--- src/rtl/zol_pkg.sv ---
package zol_pkg;

    localparam int ADDR_W = 24;
    localparam int CNT_W  = 32;

    typedef logic [ADDR_W-1:0] addr_t;
    typedef logic [CNT_W-1:0]  cnt_t;

    // Routing decision for the next fetch
    typedef enum logic [1:0] {
        RT_SEQ  = 2'd0,   // plain sequential fetch
        RT_BACK = 2'd1,   // jump to block start, consume one repeat
        RT_EXIT = 2'd2    // last pass done, leave repeat mode
    } route_e;

    // Load command payload
    typedef struct packed {
        addr_t first;
        addr_t last;
        cnt_t  reps;
    } blk_cmd_t;

    // Live block state
    typedef struct packed {
        addr_t first;
        addr_t last;
        cnt_t  remain;
        logic  active;
    } blk_state_t;

    function automatic addr_t addr_inc(input addr_t a);
        return a + addr_t'(1);
    endfunction

    function automatic route_e pick_route(input logic active,
                                          input logic at_last,
                                          input logic spent);
        if (!active || !at_last) return RT_SEQ;
        if (spent)               return RT_EXIT;
        return RT_BACK;
    endfunction

endpackage

--- src/rtl/zol_state_reg.sv ---
module zol_state_reg
    import zol_pkg::*;
(
    input  logic       clk,
    input  logic       rst,
    input  logic       ld,
    input  blk_cmd_t   cmd,
    input  logic       step,
    input  route_e     route,
    output blk_state_t st
);

    blk_state_t st_q;

    always_ff @(posedge clk) begin
        if (rst) begin
            st_q <= '0;
        end else if (ld) begin
            // a load overrides any update from the running block
            st_q.first  <= cmd.first;
            st_q.last   <= cmd.last;
            st_q.remain <= cmd.reps;
            st_q.active <= 1'b1;
        end else if (step) begin
            unique case (route)
                RT_BACK: st_q.remain <= st_q.remain - cnt_t'(1);
                RT_EXIT: st_q.active <= 1'b0;
                default: ;
            endcase
        end
    end

    assign st = st_q;

endmodule

--- src/rtl/zol_end_detect.sv ---
module zol_end_detect
    import zol_pkg::*;
(
    input  addr_t      pc,
    input  blk_state_t st,
    output route_e     route
);

    logic at_last;
    logic spent;

    assign at_last = (pc == st.last);
    assign spent   = (st.remain == '0);
    assign route   = pick_route(st.active, at_last, spent);

endmodule

--- src/rtl/zol_pc_select.sv ---
module zol_pc_select
    import zol_pkg::*;
(
    input  addr_t  pc,
    input  addr_t  first,
    input  route_e route,
    output addr_t  next_pc
);

    always_comb begin
        unique case (route)
            RT_BACK: next_pc = first;
            default: next_pc = addr_inc(pc);
        endcase
    end

endmodule

--- src/rtl/zol_ctrl.sv ---
module zol_ctrl
    import zol_pkg::*;
(
    input  logic                  clk,
    input  logic                  rst,
    input  logic [ADDR_W-1:0]     pc_i,
    input  logic                  step_i,
    input  logic                  ld_i,
    input  logic [ADDR_W-1:0]     ld_first_i,
    input  logic [ADDR_W-1:0]     ld_last_i,
    input  logic [CNT_W-1:0]      ld_reps_i,
    output logic [ADDR_W-1:0]     next_pc_o,
    output logic                  rpt_active_o
);

    blk_cmd_t   cmd;
    blk_state_t st_q;
    route_e     route;

    assign cmd.first = ld_first_i;
    assign cmd.last  = ld_last_i;
    assign cmd.reps  = ld_reps_i;

    zol_state_reg u_state (
        .clk   (clk),
        .rst   (rst),
        .ld    (ld_i),
        .cmd   (cmd),
        .step  (step_i),
        .route (route),
        .st    (st_q)
    );

    zol_end_detect u_detect (
        .pc    (pc_i),
        .st    (st_q),
        .route (route)
    );

    zol_pc_select u_sel (
        .pc      (pc_i),
        .first   (st_q.first),
        .route   (route),
        .next_pc (next_pc_o)
    );

    assign rpt_active_o = st_q.active;

endmodule

--- config.mk ---
export PLATFORM = sky130hd
export DESIGN_NAME = zol_ctrl
export DESIGN_NICKNAME = d
export VERILOG_FILES = /design/src/rtl/zol_pkg.sv /design/src/rtl/zol_state_reg.sv /design/src/rtl/zol_end_detect.sv /design/src/rtl/zol_pc_select.sv /design/src/rtl/zol_ctrl.sv
export SDC_FILE = /design/constraint.sdc
export NUM_CORES = 1
export LEC_CHECK = 0
export ABC_CLOCK_PERIOD_IN_PS = 3420
export BUFFER_PORTS_ARGS = -buffer_cell sky130_fd_sc_hd__buf_2
export CAP_MARGIN = 20
export CORE_UTILIZATION = 53
export CTS_CLUSTER_SIZE = 24
export DETAILED_ROUTE_END_ITERATION = 6
export PLACE_DENSITY = 0.86
export SLEW_MARGIN = 20
export SYNTH_ARGS = -nofsm -noshare
export SYNTH_HDL_FRONTEND = slang
export SYNTH_HIERARCHICAL = 1
export SYNTH_SLANG_ARGS = --single-unit
--- constraint.sdc ---
create_clock -name clk -period 3.42 [get_ports clk]
set_input_delay 0 -clock clk [delete_from_list [all_inputs] [get_ports clk]]
set_output_delay 0 -clock clk [all_outputs]
set_load 0.005 [all_outputs]
==> impl_results.rst <==
.. list-table::
   :header-rows: 1

   * - Metric
     - Value
   * - Number of flip-flops in the largest register
     - about 80
   * - Final routed wirelength across all metal layers
     - approximately 16 mm
   * - Cell Chain, Critical Path
     - xnor2_1 -> nand4_1 -> or4_4 -> nor4_2 -> nand2b_1 -> buf_4 -> mux2_2 -> buf_2
   * - Library cells used by synthesis
     - 60
   * - Outcome
     - finished, violations left
   * - 1st-pass router iterations
     - 7
   * - HPWL Detailed
     - just over 10 mm
   * - Number of flops mapped to enable cells by yosys
     - 0
   * - DR iter-0 viols
     - between 300 and 400
   * - Period utilization
     - ~90%
   * - Synthesis-to-layout area growth
     - 34.2%
   * - Depth of the most critical reg-to-reg path
     - 10
   * - Post-route non-filler standard cell count
     - ~890
   * - Worst Path Class, Setup
     - register to output port
   * - Routed length per instance
     - about 18 um
   * - Wire length of the first global-routing pass
     - between 20 and 30 mm
   * - Sum Neg Setup Slack
     - 0 ps
   * - CTS max path bufs
     - 2
   * - Most frequently used cell type in the post-synthesis netlist
     - sky130_fd_sc_hd__nor2_1
   * - Setup repair after global routing missed its margin
     - false
   * - Violations in the final reports
     - DRC
   * - Synth top cells by count
     - sky130_fd_sc_hd__nor2_1 (105), sky130_fd_sc_hd__dfxtp_1 (81), sky130_fd_sc_hd__mux2i_1 (48)
   * - Dominant combinational cell family by area after synthesis
     - simple AND/OR/NAND/NOR gates
   * - Worst skew pair latency
     - ~360 ps
   * - Clock edge transition at the registers on the reported setup and hold paths
     - about 90 ps
   * - Final-report max-slew violation count
     - 0
   * - Required time of the critical path
     - around 3400 ps
   * - Die footprint
     - 9690 um^2
   * - Maximum fanout along the worst path
     - 47
   * - Count of boundary I/O pins
     - approximately 130
   * - Sequential fraction of the synthesis area
     - roughly 33%
   * - Worst reg-to-reg setup slack
     - between 300 and 400 ps
   * - Start point of the critical path
     - u_state/st[55]
   * - Routed metal-1 wire length
     - approximately 6.3 mm
   * - Signal arrival time at the worst endpoint
     - 3160 ps
   * - Root buffer cell
     - sky130_fd_sc_hd__clkbuf_8
   * - Number of buffers inserted during clock tree synthesis
     - 9
   * - Final Hold Violating Endpoints
     - 0
   * - Share of the synthesized area in the top cell type
     - between 30% and 40%
   * - # nets final
     - approximately 900
   * - DRC violations left
     - 2
   * - Max_slew headroom
     - between 40% and 50%
   * - Static leakage
     - between 0.002 and 0.003 uW
   * - Gate Count Post-Synth
     - around 590
   * - CP peak stage delay
     - between 500 and 600 ps
   * - Worst Max-Slew Pin Slew
     - just over 800 ps
   * - Reg-to-reg critical path endpoint
     - u_state/st[22]
   * - Number of buffer and inverter stages on the critical path
     - 2
   * - Vias per cell
     - between 6 and 7
   * - Place WS
     - about 520 ps
   * - Startpoint of the worst-slack reg-to-reg timing path
     - u_state/st[55]
   * - Critical Path Start Type
     - register
   * - Final Skew
     - around 11 ps
   * - Worst VDD drop
     - about 0.30 mV
   * - Cell taking the most area after synthesis
     - sky130_fd_sc_hd__dfxtp_1
   * - CTS Sinks
     - 81
   * - Min cycle time layout
     - between 3000 and 4000 ps
   * - Routed met2 length
     - 8.03 mm
   * - Number of H-tree levels
     - 3
   * - Antenna Nets Post-Route
     - 0
   * - Number of placed instances, taps included
     - 800
   * - Worst Setup Slack, final
     - ~260 ps
   * - Warnings, synthesis
     - 6
   * - Max frequency
     - roughly 320 MHz
   * - Kind of capture point of the worst setup path
     - output port
   * - Die Width
     - between 90 and 100 um
   * - Largest net degree at the start of global routing
     - 59
   * - Family of cells with the greatest summed delay on the critical path
     - simple AND/OR/NAND/NOR gates
   * - Final count of negative-setup-slack endpoints
     - 0
   * - Share of flip-flops with an asynchronous set or reset after synthesis
     - 0%
   * - Worst Setup EP
     - next_pc_o[1]
   * - Post-synthesis share of cell area spent on and, or, nand and nor gates
     - about 31%
   * - Core outline area
     - a little under 9000 um^2
   * - Max-cap violations
     - 0
   * - Count of inserted antenna diode cells
     - 0
   * - IO buf count
     - around 130
   * - Number of gates on the worst path with buffers counted
     - 8
   * - Worst path slowest cell
     - sky130_fd_sc_hd__or4_4
   * - Number of cells traversed by the worst hold path
     - 4
   * - Number of storage elements in the synthesis netlist
     - a little over 80
   * - Most area-consuming cells after synthesis
     - sky130_fd_sc_hd__dfxtp_1 (33%), sky130_fd_sc_hd__mux2i_1 (9.7%), sky130_fd_sc_hd__nor2_1 (8.0%)
   * - Top layer used by detailed routing
     - met4
   * - Met3 WL post-DR
     - roughly 1.3 mm
   * - Vias in the first global route
     - about 5500
   * - Initial core utilization
     - between 50% and 60%
   * - CTS tree
     - built
   * - XOR/XNOR share of the synthesized area
     - ~8.4%
   * - Share of synthesized cell area in full adder, half adder and majority cells
     - less than 1%
   * - Chip height
     - 98.4 um
   * - Total power divided by cell area
     - about 360 nW/um^2
   * - Synthesized area divided by synthesized cell count
     - between 8 and 9 um^2
   * - Placement row count
     - 34
   * - Remaining global-route overflow
     - 0
   * - Worst hold path type
     - primary input to register
   * - Vias
     - around 5600
   * - Cell Area, Synth
     - around 4900 um^2
   * - Initial antenna violation count
     - 0
   * - Syn Nets
     - roughly 700
   * - Post-CTS setup repair buffer count
     - 0
   * - Fraction of layout instances using a drive strength above 1
     - 23.5%
   * - RD Place Congestion
     - around 0.92
   * - Mux share of post-synthesis cell area
     - roughly 10%
   * - Most used DFF post-synth
     - sky130_fd_sc_hd__dfxtp_1
   * - Combined global-route utilization of all metal layers
     - around a third
   * - Share of the synthesized area in compound gates (AO/OA/AOI/OAI)
     - about 13%
## worst min-delay path, stage by stage
cell                      delay, ps
sky130_fd_sc_hd__buf_2           90
sky130_fd_sc_hd__inv_1           40
sky130_fd_sc_hd__a21oi_1         90
sky130_fd_sc_hd__o31a_1         110
## cell families after synthesis
logic type                 Yosys count
xor gates and xnor gates            47
buffers and inverters               49
and+or+nand+nor                    269
DFF                                 81
muxes                               49
AOI/OAI and AO/OA                   92
adders and majority gates            2
## worst min path at each step
stage / start / endpoint / slack [ps]
6_report: ld_reps_i[25] / u_state/st[26] / 20
4_1_cts: ld_reps_i[25] / u_state/st[26] / 1
2_1_floorplan: pc_i[0] / next_pc_o[0] / 50
5_1_grt: ld_reps_i[25] / u_state/st[26] / 20
3_3_place_gp: ld_first_i[16] / u_state/st[73] / 230
3_5_place_dp: ld_first_i[3] / u_state/st[60] / 240
## what timing repair did
| item | CTS | global route |
|---|---|---|
| resized for setup | 0 | 0 |
| endpoints found under the hold margin | 75 | 0 |
| hold buffers | 75 | 0 |
## metal layers
layer / track usage [%] / up-vias
met5: 0 / -
met4: 20.1 / 0
met3: 6.74 / 76
met2: 59.5 / 317
met1: 38.3 / 2600
li1: - / 2558
## where the power goes
group          switching [uW]  internal, uW  total (uW)
Sequential               70.7          1000        1070
Combinational             254           249         503
Clock                     387           434         821
## stage by stage
step / hold slack [ps] / cell area, um^2 / power [uW] / utilization (%)
after floorplan: 51.3 / 4930 / 1340 / -
after global placement: 234 / 5630 / 1490 / 63.7
after detailed placement: 242 / 5630 / 1500 / 63.7
after CTS: 1.08 / 6610 / 2380 / 74.7
after global routing: 18.0 / 6610 / 2480 / 74.7
final: 23.3 / 6610 / 2400 / 74.7
## final cells by class
| cell class | instances | area (um^2) |
|---|---|---|
| multi-input cells | 459 | 3110 |
| fillers | 609 | 2230 |
| flip-flops and latches | 81 | 1620 |
| repair buffers | 214 | 1470 |
| clock buffers | 10 | 138 |
| well taps | 108 | 135 |
| clock inverters | 6 | 90.1 |
| inverters | 13 | 48.8 |
## cells in the final DEF (no fill, tap or decap), types with 3 or more instances in the layout
master and instances:
sky130_fd_sc_hd__a31oi_1 9, sky130_fd_sc_hd__dfxtp_1 81, sky130_fd_sc_hd__nor2b_1 5, sky130_fd_sc_hd__nand4b_1 3
sky130_fd_sc_hd__or3_1 11, sky130_fd_sc_hd__nor3b_1 4, sky130_fd_sc_hd__a311oi_1 13, sky130_fd_sc_hd__mux2i_1 48
sky130_fd_sc_hd__dlygate4sd3_1 75, sky130_fd_sc_hd__o21ai_0 10, sky130_fd_sc_hd__nand4_1 18, sky130_fd_sc_hd__xor2_1 21
sky130_fd_sc_hd__buf_4 9, sky130_fd_sc_hd__or4_1 8, sky130_fd_sc_hd__clkbuf_8 10, sky130_fd_sc_hd__xnor2_1 26
sky130_fd_sc_hd__or4_4 3, sky130_fd_sc_hd__o31ai_1 8, sky130_fd_sc_hd__and3_1 5, sky130_fd_sc_hd__nor2_1 105
sky130_fd_sc_hd__buf_2 130, sky130_fd_sc_hd__inv_1 13, sky130_fd_sc_hd__nand2b_1 3, sky130_fd_sc_hd__nor3_1 14
sky130_fd_sc_hd__nor4_1 23, sky130_fd_sc_hd__a2111oi_2 5, sky130_fd_sc_hd__o31a_1 4, sky130_fd_sc_hd__nand3_1 11
sky130_fd_sc_hd__and4_1 6, sky130_fd_sc_hd__a21oi_1 25, sky130_fd_sc_hd__a211oi_1 8, sky130_fd_sc_hd__nor4_4 3
sky130_fd_sc_hd__nand2_1 25
No activity file was read; power rests on OpenSTA's default activity.
